### src/rtl/pair_arith_flags.sv
module pair_arith_flags #(
  parameter int W = 16
) (
  input  logic         clk,
  input  logic         rst,
  input  logic         strobe,
  input  logic [1:0]   op,
  input  logic [W-1:0] dst,
  input  logic [W-1:0] src,
  input  logic [7:0]   flags_in,
  output logic [W-1:0] result,
  output logic [7:0]   flags_out
);
  localparam logic [1:0] OP_ADD = 2'b00;
  localparam logic [1:0] OP_ADC = 2'b01;
  localparam logic [1:0] OP_SBC = 2'b10;
  localparam int SGN = W - 1;
  localparam int HCB = W - 4;
  localparam int X5B = W - 3;
  localparam int X3B = W - 5;

  logic         cin;
  logic         is_sub;
  logic         cadd;
  logic [W:0]   wide;
  logic [W-1:0] res;
  logic         hc, v_add, v_sub, zf;
  logic [7:0]   fnext;

  assign cin    = flags_in[0];
  assign is_sub = (op == OP_SBC);
  assign cadd   = (op == OP_ADC) & cin;

  assign wide = is_sub ? ({1'b0, dst} - {1'b0, src} - {{W{1'b0}}, cin})
                       : ({1'b0, dst} + {1'b0, src} + {{W{1'b0}}, cadd});
  assign res  = wide[W-1:0];

  assign hc    = dst[HCB] ^ src[HCB] ^ res[HCB];
  assign zf    = (res == '0);
  assign v_add = (dst[SGN] == src[SGN]) & (res[SGN] != dst[SGN]);
  assign v_sub = (dst[SGN] != src[SGN]) & (res[SGN] != dst[SGN]);

  always_comb begin
    fnext = 8'h00;
    fnext[5] = res[X5B];
    fnext[3] = res[X3B];
    fnext[4] = hc;
    fnext[0] = wide[W];
    case (op)
      OP_ADD: begin
        fnext[7] = flags_in[7];
        fnext[6] = flags_in[6];
        fnext[2] = flags_in[2];
      end
      OP_ADC: begin
        fnext[7] = res[SGN];
        fnext[6] = zf;
        fnext[2] = v_add;
      end
      default: begin
        fnext[7] = res[SGN];
        fnext[6] = zf;
        fnext[2] = v_sub;
        fnext[1] = 1'b1;
      end
    endcase
  end

  always_ff @(posedge clk) begin
    if (rst) begin
      result    <= '0;
      flags_out <= 8'h00;
    end else if (strobe && op != 2'b11) begin
      result    <= res;
      flags_out <= fnext;
    end
  end
endmodule

### config.mk
export PLATFORM = sky130hd
export DESIGN_NAME = pair_arith_flags
export DESIGN_NICKNAME = d
export VERILOG_FILES = /design/src/rtl/pair_arith_flags.sv
export SDC_FILE = /design/constraint.sdc
export NUM_CORES = 1
export LEC_CHECK = 0
export ABC_AREA = 1
export BUFFER_PORTS_ARGS = -buffer_cell sky130_fd_sc_hd__buf_4
export CORE_UTILIZATION = 56
export DETAILED_ROUTE_END_ITERATION = 7
export PLACE_DENSITY = 0.87
export SYNTH_ARGS = -nofsm -noshare
export SYNTH_HDL_FRONTEND = slang
export SYNTH_SLANG_ARGS = --single-unit
### constraint.sdc
create_clock -name clk -period 4.7 [get_ports clk]
set_input_delay 0.705 -clock clk [delete_from_list [all_inputs] [get_ports clk]]
set_output_delay 0.705 -clock clk [all_outputs]
set_load 0.01 [all_outputs]
* Word level (Yosys, flattened, before mapping)
Cells that the tools add are included.
Storage, ports and cells: bits in registers 24, word-level logic and storage cells 25
Operators by class: $add $sub $neg 4, equal/unequal tests 6, muxes and demuxes 4, bitwise gates (word level) 5, reduce and logical (&&, ||, !) cells 4
Operators with widths (count):
- adder 16 x 16 -> 17 bit | 1
- adder 17 x 1 -> 17 bit | 1
- 2-to-1 mux 17 bit | 1
- subtractor 16 x 16 -> 17 bit | 1
- subtractor 17 x 1 -> 17 bit | 1
- logical NOT 16 bit | 1
- bitwise AND 1 bit | 3
- == test 2 x 1 -> 1 bit, second input constant | 1
- == test 2 bit, second input constant | 1
- logical NOT 2 bit | 1
- 2-to-1 mux 2 bit | 1
- inequality test 1 bit | 2
- inequality test 2 bit, second input constant | 1
- case mux 1 bit (2 select lines) | 1
- OR reduction 2 bit | 1
- bitwise XOR 1 bit | 2
- == test 1 bit | 1
- logical AND 1 bit | 1
- 2-to-1 mux 1 bit | 1

* Logic depth before layout (Yosys ltp)
Gate-level depths: netlist of the first run.
depth after elaboration 7, mapped depth 22

* Worst setup path after synthesis of the first run
Ideal clock, no wire load.
kind input to register, start input port dst[0], end register flags_out[6], arrival time 3134 ps, data required time 4634 ps, path slack 1500 ps, cell stages on the path 21, path buffers 0, path through inv_1 -> fa_1 -> inv_1 -> ha_1 -> nor2_1 -> inv_1 -> fa_1 -> inv_1 -> nand2_1 -> nand2_1 -> nand2_1 -> nand2_1 -> nand2_1 -> or2_0 -> nand2_1 -> nand2_1 -> nor2_1 -> nand2_1 -> nor2_1 -> nand3_1 -> a21oi_2
On the way: word-level cells in the longest chain between the ends 5, elaborated cells between the ends (all ways) 7, classes of those cells 4 x add/sub; 2 x mux; 1 x reduce/logical
RTL lines:
- start: declaration | RTL line 8 | input logic [W-1:0] dst,
- adder 16 x 16 -> 17 bit or subtractor 16 x 16 -> 17 bit (tied branches) | RTL line 35, 34
- adder 17 x 1 -> 17 bit or subtractor 17 x 1 -> 17 bit (tied branches) | RTL line 35, 34
- 2-to-1 mux 17 bit * | RTL line 34 | assign wide = is_sub ? ({1'b0, dst} - {1'b0, src} - {{W{1'b0}}, cin})
- logical NOT 16 bit * | RTL line 39 | assign zf = (res == '0);
- 2-to-1 mux 2 bit * | RTL line 49 | case (op)
- end signal: assignment | RTL line 75 | flags_out <= fnext;
- end: declaration | RTL line 12 | output logic [7:0] flags_out
Every way passes the cells marked *; elsewhere a longest branch is shown, timed or not. A chain may end at the register's enable or synchronous reset.

* Worst setup path after layout of the first run
start input port src[0], end register flags_out[6]
On the way: word-level cells in the longest chain between the ends 5, elaborated cells between the ends (all ways) 7, classes of those cells 4 x add/sub; 2 x mux; 1 x reduce/logical
RTL lines:
- start: declaration | RTL line 9 | input logic [W-1:0] src,
- adder 16 x 16 -> 17 bit or subtractor 16 x 16 -> 17 bit (tied branches) | RTL line 35, 34
- adder 17 x 1 -> 17 bit or subtractor 17 x 1 -> 17 bit (tied branches) | RTL line 35, 34
- 2-to-1 mux 17 bit * | RTL line 34
- logical NOT 16 bit * | RTL line 39
- 2-to-1 mux 2 bit * | RTL line 49
Marks and branches as above.

==> impl_metrics.env, run 1 <==
export IMPL_status="completed"
export IMPL_synth_simple_gate_area_frac=0.391
export IMPL_period_share=0.732
export IMPL_synth_net_count=692
export IMPL_post_cts_buffers=0
export IMPL_track_usage=0.290
export IMPL_synth_area_per_cell_um2=5.64
export IMPL_core_area_um2=5640
export IMPL_cts_root_buffer_cell="clkbuf_8"
export IMPL_wl_um=8850
export IMPL_end_kind="register"
export IMPL_die_x_um=79.6
export IMPL_synth_compound_area_frac=0.119
export IMPL_mostFrequentLayoutCells="nand2_1, inv_1, nand3_1, buf_4, nor2_1"
export IMPL_antenna_found_initial=0
export IMPL_fin_util=0.698
export IMPL_globalplace_congestion=0.884
export IMPL_min_path_type="reg2reg"
export IMPL_ys_ff_latch=22
export IMPL_final_setup_tns_ns=0
export IMPL_drc=0
export IMPL_ios=69
export IMPL_clkTransAtPathRegs_ns=0.07
export IMPL_insertion_delay_ns=0.26
export IMPL_async_flop_share=0
export IMPL_synth_edf_count=0
export IMPL_syn_inst=598
export IMPL_max_slew_margin=0.582
export IMPL_start_kind="input pin"
export IMPL_p_leak_nw=2.36
export IMPL_grt_max_degree=33
export IMPL_max_freq_ghz=0.291
export IMPL_period_needed_ns=3.44
export IMPL_grt_pass1_wl_um=14900
export IMPL_synth_distinct_cells=31
export IMPL_critPathArrivalTime_ns=3.64
export IMPL_ir_drop_mv=0.161
export IMPL_drt_pass1_iter_count=5
export IMPL_cp_max_fo=3
export IMPL_synthMuxAreaShare=0
export IMPL_postRouteAntennaNets=0
export IMPL_h_tree_depth=1
export IMPL_cts_max_path_buffers=2
export IMPL_synth_adder_area_share=0.191
export IMPL_fin_nets=751
export IMPL_layout_commonest_cell="nand2_1"
export IMPL_place_hpwl_um=7260
export IMPL_post_cts_resized=0
export IMPL_drive_above_1_share=0.116
export IMPL_via_per_inst=5.33
export IMPL_yosysSeqAreaShare=0.131
export IMPL_via_count=3878
export IMPL_worstPathRequired_ns=4.90
export IMPL_setup_ws_ns=1.26
export IMPL_cts_buffers=3
export IMPL_worst_clock_skew_ns=0
export IMPL_avgRoutedWirePerCell_um=12.2
export IMPL_first_global_vias=3511
export IMPL_io_buffer_count=64
export IMPL_clock_sinks=22
export IMPL_cts_tree="done"
export IMPL_ys_flop_type="dfxtp_1"
export IMPL_cap_violations=0
export IMPL_slew_violations=0
export IMPL_rows=27
export IMPL_tightestPinTransition_ns=0.627
export IMPL_rsz0062_at_grt="false"
export IMPL_worst_setup_path_type="in2reg"
export IMPL_power_density_nw_per_um2=207
export IMPL_drt_iter0_drc=278
export IMPL_synth_top_family_by_area="simple AND/OR/NAND/NOR gates"
export IMPL_die_area_um2=6340
export IMPL_fp_dieH_um=79.6
export IMPL_final_hold_viol_count=0
export IMPL_yosys_warnings=0
export IMPL_setup_viol=0
export IMPL_grt_overflow_total=0
export IMPL_synth_xor_area_frac=0.00519
export IMPL_diodes=0
export IMPL_area_growth_pct=16.7
export IMPL_pre_cts_slack_ns=1.03
export IMPL_syn_cell_area_um2=3370
export IMPL_initial_utilization=0.598
export IMPL_holdBufCountCts=0
export IMPL_nFillCells=516
-- final cells by class --
cell class | instances | area (um^2) | share of cell area
Multi-Input combinational cell | 435 | 2380 | 0.606
Inverter | 129 | 484 | 0.123
Clock buffer | 3 | 41.3 | 0.0105
Tap cell | 72 | 90.1 | 0.0229
Timing Repair Buffer | 66 | 495 | 0.126
Sequential cell | 22 | 440 | 0.112
-- state kept, by name (all words and copies together), names as in the netlist --
signal,cells
result,16
flags_out,6
-- synthesized netlist by cell type, drive strengths merged (2+ instances only) --
| library cell | instances | area, um^2 |
|---|---|---|
| nand2 | 169 | 637 |
| inv | 129 | 484 |
| nand3 | 66 | 330 |
| nor2 | 58 | 220 |
| ha | 45 | 563 |
| a21oi | 33 | 169 |
| o21ai | 23 | 123 |
| dfxtp | 22 | 440 |
| o211ai | 9 | 67.6 |
| nand4 | 8 | 50.1 |
| buf | 6 | 43.8 |
| clkbuf | 6 | 22.5 |
| nand3b | 6 | 45.0 |
| fa | 4 | 80.1 |
| o21bai | 4 | 30.0 |
| nor3 | 2 | 10.0 |
| or2 | 2 | 12.5 |
-- layer usage --
metal	part of all wire	track usage	wire length [um]	vias up
li1	-	-	-	1984
met1	0.44	0.361	3860	1716
met2	0.48	0.540	4270	164
met3	0.065	0.0137	571	14
met4	0.017	0.0673	151	0
met5	0	0	0	-
-- path summary, 6_finish.rpt --
| kind | cells after the start | startpoint | to | slack [ns] |
|---|---|---|---|---|
| max reg2reg | 4 | result[2] | result[2] | 3.98 |
| min reg2reg | 2 | flags_out[7] | flags_out[7] | 0.47 |
| min | 2 | flags_out[7] | flags_out[7] | 0.47 |
| max | 21 | src[0] | flags_out[6] | 1.26 |
-- critical path: stages --
cell and delay [ns]:
buf_4 0.13, fa_1 0.55, inv_1 0.05, ha_1 0.17, nor2_1 0.20, inv_1 0.12, fa_1 0.40, inv_1 0.09
nand2_1 0.06, nand2_1 0.09, nand2_1 0.10, nand2_1 0.07, nand2_1 0.07, or2_0 0.20, nand2_1 0.07, nand2_1 0.08
nor2_1 0.09, nand2_1 0.07, nor2_1 0.08, nand3_1 0.10, a21oi_2 0.12
-- per-stage QoR --
stage	cells	instance area (um^2)	power, mW	hold slack [ns]
floorplan	598	3370	0.554	0.486
global placement	724	3890	0.679	0.450
detailed placement	724	3890	0.694	0.458
CTS	727	3940	0.807	0.470
global route	727	3940	0.891	0.514
finish	727	3940	0.814	0.470
-- kinds of logic after synthesis --
group                    count (synthesis)
AND/OR/NAND/NOR                        313
buffers and inverters                  141
AO/OA/AOI/OAI                           71
adder cells (fa/ha/maj)                 49
flip-flops                              22
XOR/XNOR                                 2
-- power breakdown --
| part | internal [mW] | total [mW] | leakage [nW] | switching (mW) |
|---|---|---|---|---|
| Clock | 0.0571 | 0.114 | 0.0216 | 0.0566 |
| Combinational | 0.187 | 0.487 | 2.16 | 0.300 |
| Sequential | 0.203 | 0.213 | 0.182 | 0.00993 |
| Total | 0.447 | 0.814 | 2.36 | 0.366 |
No activity file was read; power rests on OpenSTA's default activity.
==> inputs of run 2 (changes only) <==
clock period = 3.55 ns   (was 4.7 ns; I/O delays follow)
==> run 2 against run 1 <==
  * Register-to-register slack worse by 1.2 ns
  * Largest cell class unchanged
  * Clock power increased by 56%
  * Via count is 0.34% lower
  * Cell area grew 0.35%
  * Global-route usage grew 0.77 points
  * Sequential power rose by 32%
  * Sequential share of layout area about the same
  * Die area is the same
  * Wire length up 1.7%
  * Worst setup slack got worse by 0.93 ns
==> impl_metrics.env, run 2 (same netlist as run 1, synthesis figures left out) <==
export IMPL_die_x_um=79.6
export IMPL_drive_above_1_share=0.117
export IMPL_ios=69
export IMPL_grt_overflow_total=0
export IMPL_initial_utilization=0.598
export IMPL_p_leak_nw=2.37
export IMPL_drt_pass1_iter_count=6
export IMPL_slew_violations=0
export IMPL_mostFrequentLayoutCells="nand2_1, inv_1, nand3_1, buf_4, nor2_1"
export IMPL_globalplace_congestion=0.860
export IMPL_fin_nets=751
export IMPL_cts_buffers=3
export IMPL_insertion_delay_ns=0.26
export IMPL_tightestPinTransition_ns=0.629
export IMPL_cts_max_path_buffers=2
export IMPL_h_tree_depth=1
export IMPL_period_share=0.906
export IMPL_cts_root_buffer_cell="clkbuf_8"
export IMPL_fp_dieH_um=79.6
export IMPL_placed_cells=724
export IMPL_layout_commonest_cell="nand2_1"
export IMPL_worstPathRequired_ns=3.75
export IMPL_via_per_inst=5.31
export IMPL_core_area_um2=5640
export IMPL_period_needed_ns=3.22
export IMPL_post_cts_buffers=0
export IMPL_end_kind="register"
export IMPL_drt_iter0_drc=233
export IMPL_antenna_found_initial=0
export IMPL_switching_power_uw=491
export IMPL_io_buffer_count=64
export IMPL_grt_max_degree=33
export IMPL_clkTransAtPathRegs_ns=0.08
export IMPL_start_kind="input pin"
export IMPL_pwr_share_seq=0.255
export IMPL_rr_startpoint="result[2]"
export IMPL_worst_setup_path_type="in2reg"
export IMPL_ir_drop_mv=0.192
export IMPL_critPathArrivalTime_ns=3.42
export IMPL_postRouteAntennaNets=0
export IMPL_final_setup_tns_ns=0
export IMPL_setup_viol=0
export IMPL_via_count=3865
export IMPL_cap_violations=0
export IMPL_r2r_setup_slack_ns=2.83
export IMPL_first_global_vias=3630
export IMPL_worst_clock_skew_ns=0
export IMPL_max_freq_ghz=0.311
export IMPL_die_area_um2=6340
export IMPL_worstRegToRegCells=4
export IMPL_holdBufCountCts=0
export IMPL_hold_path_startpoint="flags_out[7]"
export IMPL_min_to="flags_out[7]"
export IMPL_p_int_uw=615
export IMPL_top_register="result"
export IMPL_post_cts_resized=0
export IMPL_status="completed"
export IMPL_largest_reg_flops=16
export IMPL_hold_depth=2
export IMPL_max_slew_margin=0.580
export IMPL_drc=0
export IMPL_wl_um=9000
export IMPL_reg2reg_to="result[2]"
export IMPL_diodes=0
export IMPL_cts_tree="done"
export IMPL_fin_total_pwr_mw=1.11
export IMPL_rsz0062_at_grt="false"
export IMPL_final_hold_viol_count=0
export IMPL_power_density_nw_per_um2=280
export IMPL_reg_top3="result (16), flags_out (6)"
export IMPL_area_growth_pct=17.1
export IMPL_swShare=0.444
export IMPL_clockPowerShare=0.161
export IMPL_p_comb_frac=0.585
export IMPL_cp_max_fo=3
export IMPL_min_path_type="reg2reg"
export IMPL_track_usage=0.297
export IMPL_rows=27
export IMPL_grt_pass1_wl_um=15100
export IMPL_clock_sinks=22
export IMPL_place_hpwl_um=7490
export IMPL_fin_cells=728
export IMPL_avgRoutedWirePerCell_um=12.4
## run 2: power by group through the flow
stage | clock, mW | combinational [mW] | sequential (mW)
after detailed placement | 0 | 0.635 | 0.287
after global routing | 0.190 | 0.737 | 0.284
after CTS | 0.178 | 0.639 | 0.282
final | 0.178 | 0.647 | 0.282
after global placement | 0 | 0.616 | 0.286
after floorplan | 0 | 0.437 | 0.296
## run 2: stage by stage
stage          worst slack, ns  area, um^2   util  hold WS (ns)
5_1_grt                  0.118        3950  0.700         0.504
4_1_cts                  0.362        3950  0.700         0.479
6_report                 0.334        3950  0.700         0.483
3_3_place_gp             0.192        3890  0.690         0.450
2_1_floorplan            0.522        3370      -         0.486
3_5_place_dp             0.105        3890  0.690         0.467
## run 2: worst max-delay path, cell delays in order
cell     delay, ns
buf_4         0.13
fa_1          0.55
inv_1         0.05
ha_1          0.17
nor2_1        0.20
inv_1         0.12
fa_1          0.39
inv_1         0.08
nand2_1       0.07
nand2_1       0.09
nand2_1       0.09
nand2_1       0.07
nand2_1       0.07
or2_0         0.21
nand2_1       0.07
nand2_1       0.08
nor2_1        0.09
nand2_1       0.06
nor2_1        0.09
nand3_1       0.10
a21oi_2       0.11
## run 2: worst max path at each step
| stage | start | to | slack (ns) | depth (start not counted) |
|---|---|---|---|---|
| 2_1_floorplan | dst[0] | flags_out[6] | 0.52 | 21 |
| 3_3_place_gp | src[0] | flags_out[6] | 0.19 | 21 |
| 3_5_place_dp | src[0] | flags_out[6] | 0.11 | 21 |
| 4_1_cts | src[0] | flags_out[6] | 0.36 | 21 |
| 5_1_grt | src[0] | flags_out[6] | 0.12 | 22 |
| 6_report | src[0] | flags_out[6] | 0.33 | 21 |
## run 2: routing by layer
layer / GRT usage / part of all wire
met3: 0.0114 / 0.065
met1: 0.368 / 0.43
met5: 0 / 0
met4: 0.0691 / 0.015
met2: 0.560 / 0.49
## run 2: layout make-up
| class | count | area [um^2] |
|---|---|---|
| Inverter | 129 | 484 |
| Sequential cell | 22 | 440 |
| Multi-Input combinational cell | 435 | 2380 |
| Clock buffer | 4 | 55.1 |
| Timing Repair Buffer | 66 | 495 |
| Fill cell | 521 | 1690 |
| Tap cell | 72 | 90.1 |
==> inputs of run 3 (changes only) <==
BUFFER_PORTS_ARGS = -buffer_cell sky130_fd_sc_hd__clkbuf_2   (was -buffer_cell sky130_fd_sc_hd__buf_4)
==> run 3 against run 2 <==
  * Total power increased by 2.4%
  * Global-route usage decreased by 1.4 points
  * First-iteration DRC count decreased by 9.9%
  * Cell area decreased by 3.6%
  * Maximum frequency increased by 0.15%
  * Largest power group unchanged
  * Combinational power decreased by 3.9%
  * Utilization decreased by 2.6 points
  * Critical endpoint unchanged
  * Largest cell class unchanged
  * Highest routed layer unchanged
  * Critical path type unchanged
==> impl_metrics.env, run 3 (same netlist as run 1, synthesis figures left out) <==
export IMPL_r2r_setup_slack_ns=2.82
export IMPL_die_x_um=79.6
export IMPL_status="completed"
export IMPL_period_share=0.905
export IMPL_multi_input_area_um2=2380
export IMPL_fin_cells=728
export IMPL_clock_sinks=22
export IMPL_placed_cells=724
export IMPL_core_area_um2=5640
export IMPL_wl_um=8710
export IMPL_globalplace_congestion=0.924
export IMPL_nFillCells=557
export IMPL_ios=69
export IMPL_via_count=3828
export IMPL_cts_tree="done"
export IMPL_diodes=0
export IMPL_regArea_um2=440
export IMPL_period_needed_ns=3.21
export IMPL_io_buffer_count=64
export IMPL_setup_viol=0
export IMPL_initial_utilization=0.598
export IMPL_grt_max_degree=33
export IMPL_cp_max_fo=3
export IMPL_mostFrequentLayoutCells="nand2_1, inv_1, nand3_1"
export IMPL_slew_violations=0
export IMPL_clockPowerShare=0.203
export IMPL_area_growth_pct=12.9
export IMPL_cap_violations=0
export IMPL_switching_power_uw=491
export IMPL_cts_max_path_buffers=2
export IMPL_drive_above_1_share=0.117
export IMPL_post_cts_buffers=0
export IMPL_drt_pass1_iter_count=6
export IMPL_critPathArrivalTime_ns=3.41
export IMPL_final_hold_viol_count=0
export IMPL_largest_reg_flops=16
export IMPL_start_kind="input pin"
export IMPL_postRouteAntennaNets=0
export IMPL_first_global_vias=3572
export IMPL_swShare=0.433
export IMPL_avgRoutedWirePerCell_um=12.0
export IMPL_cts_root_buffer_cell="clkbuf_8"
export IMPL_rsz0062_at_grt="false"
export IMPL_reg_top3="result (16), flags_out (6)"
export IMPL_worst_setup_path_type="in2reg"
export IMPL_end_kind="register"
export IMPL_worst_clock_skew_ns=0
export IMPL_power_density_nw_per_um2=298
export IMPL_p_leak_nw=2.33
export IMPL_cts_buffers=3
export IMPL_top_register="result"
export IMPL_min_path_type="reg2reg"
export IMPL_drt_iter0_drc=210
export IMPL_max_freq_ghz=0.311
export IMPL_final_setup_tns_ns=0
export IMPL_grt_overflow_total=0
export IMPL_ir_drop_mv=0.406
export IMPL_hold_depth=2
export IMPL_h_tree_depth=1
export IMPL_rows=27
export IMPL_die_area_um2=6340
export IMPL_max_slew_margin=0.603
export IMPL_p_int_uw=642
export IMPL_fin_nets=751
export IMPL_post_cts_resized=0
export IMPL_tightestPinTransition_ns=0.594
export IMPL_via_per_inst=5.26
export IMPL_worstRegToRegCells=4
export IMPL_worstPathRequired_ns=3.75
export IMPL_grt_pass1_wl_um=14600
export IMPL_layout_commonest_cell="nand2_1"
export IMPL_fp_dieH_um=79.6
export IMPL_place_hpwl_um=7310
export IMPL_insertion_delay_ns=0.26
export IMPL_drc=0
export IMPL_clkTransAtPathRegs_ns=0.08
export IMPL_track_usage=0.284
export IMPL_p_comb_frac=0.549
export IMPL_antenna_found_initial=0
export IMPL_holdBufCountCts=0
export IMPL_pwr_share_seq=0.248
[run 3: cell count changes in the layout (fill, tap and decap cells not counted), sizes merged]
cell,delta
bufinv,+1
clkbuf,+63
buf,-64
[run 3: final timing paths]
path / startpoint / end
min reg2reg: flags_out[1] / flags_out[1]
max reg2reg: result[13] / result[13]
min: flags_out[1] / flags_out[1]
max: dst[0] / flags_out[6]
[run 3: per-layer routing]
metal	vias up	wire (um)	GRT usage
met5	-	0	0
met4	0	129	0.0855
met3	15	436	0.0194
met2	135	4160	0.529
met1	1691	3980	0.343
li1	1987	-	-
[run 3: critical path, cell delays in order]
cell,delay [ns]
clkbuf_2,0.11
inv_1,0.06
fa_1,0.52
inv_1,0.05
ha_1,0.16
nor2_1,0.20
inv_1,0.12
fa_1,0.40
inv_1,0.08
nand2_1,0.06
nand2_1,0.08
nand2_1,0.09
nand2_1,0.06
nand2_1,0.08
or2_0,0.20
nand2_1,0.07
nand2_1,0.09
nor2_1,0.10
nand2_1,0.06
nor2_1,0.08
nand3_1,0.09
a21oi_2,0.12
[run 3: power by group through the flow]
stage	clock network (mW)	logic (mW)	registers, mW
detailed placement	0	0.608	0.287
finish	0.230	0.622	0.281
CTS	0.232	0.612	0.281
global route	0.242	0.710	0.284
floorplan	0	0.437	0.296
global placement	0	0.588	0.286
[run 3: stage by stage]
step | utilization | hold slack, ns | cell area (um^2) | total power [mW] | worst slack [ns]
2_1_floorplan | - | 0.486 | 3370 | 0.734 | 0.522
3_3_place_gp | 0.662 | 0.448 | 3730 | 0.874 | 0.214
3_5_place_dp | 0.662 | 0.453 | 3730 | 0.895 | 0.0885
4_1_cts | 0.675 | 0.465 | 3810 | 1.13 | 0.364
5_1_grt | 0.675 | 0.502 | 3810 | 1.24 | 0.128
6_report | 0.675 | 0.467 | 3810 | 1.13 | 0.338
[run 3: area by class of cell]
cell class | count | share of cell area
inverters | 129 | 0.127
clock inverters | 1 | 0.00789
multi-input cells | 435 | 0.627
repair buffers | 66 | 0.0881
well taps | 72 | 0.0237
flip-flops and latches | 22 | 0.116
clock buffers | 3 | 0.0108
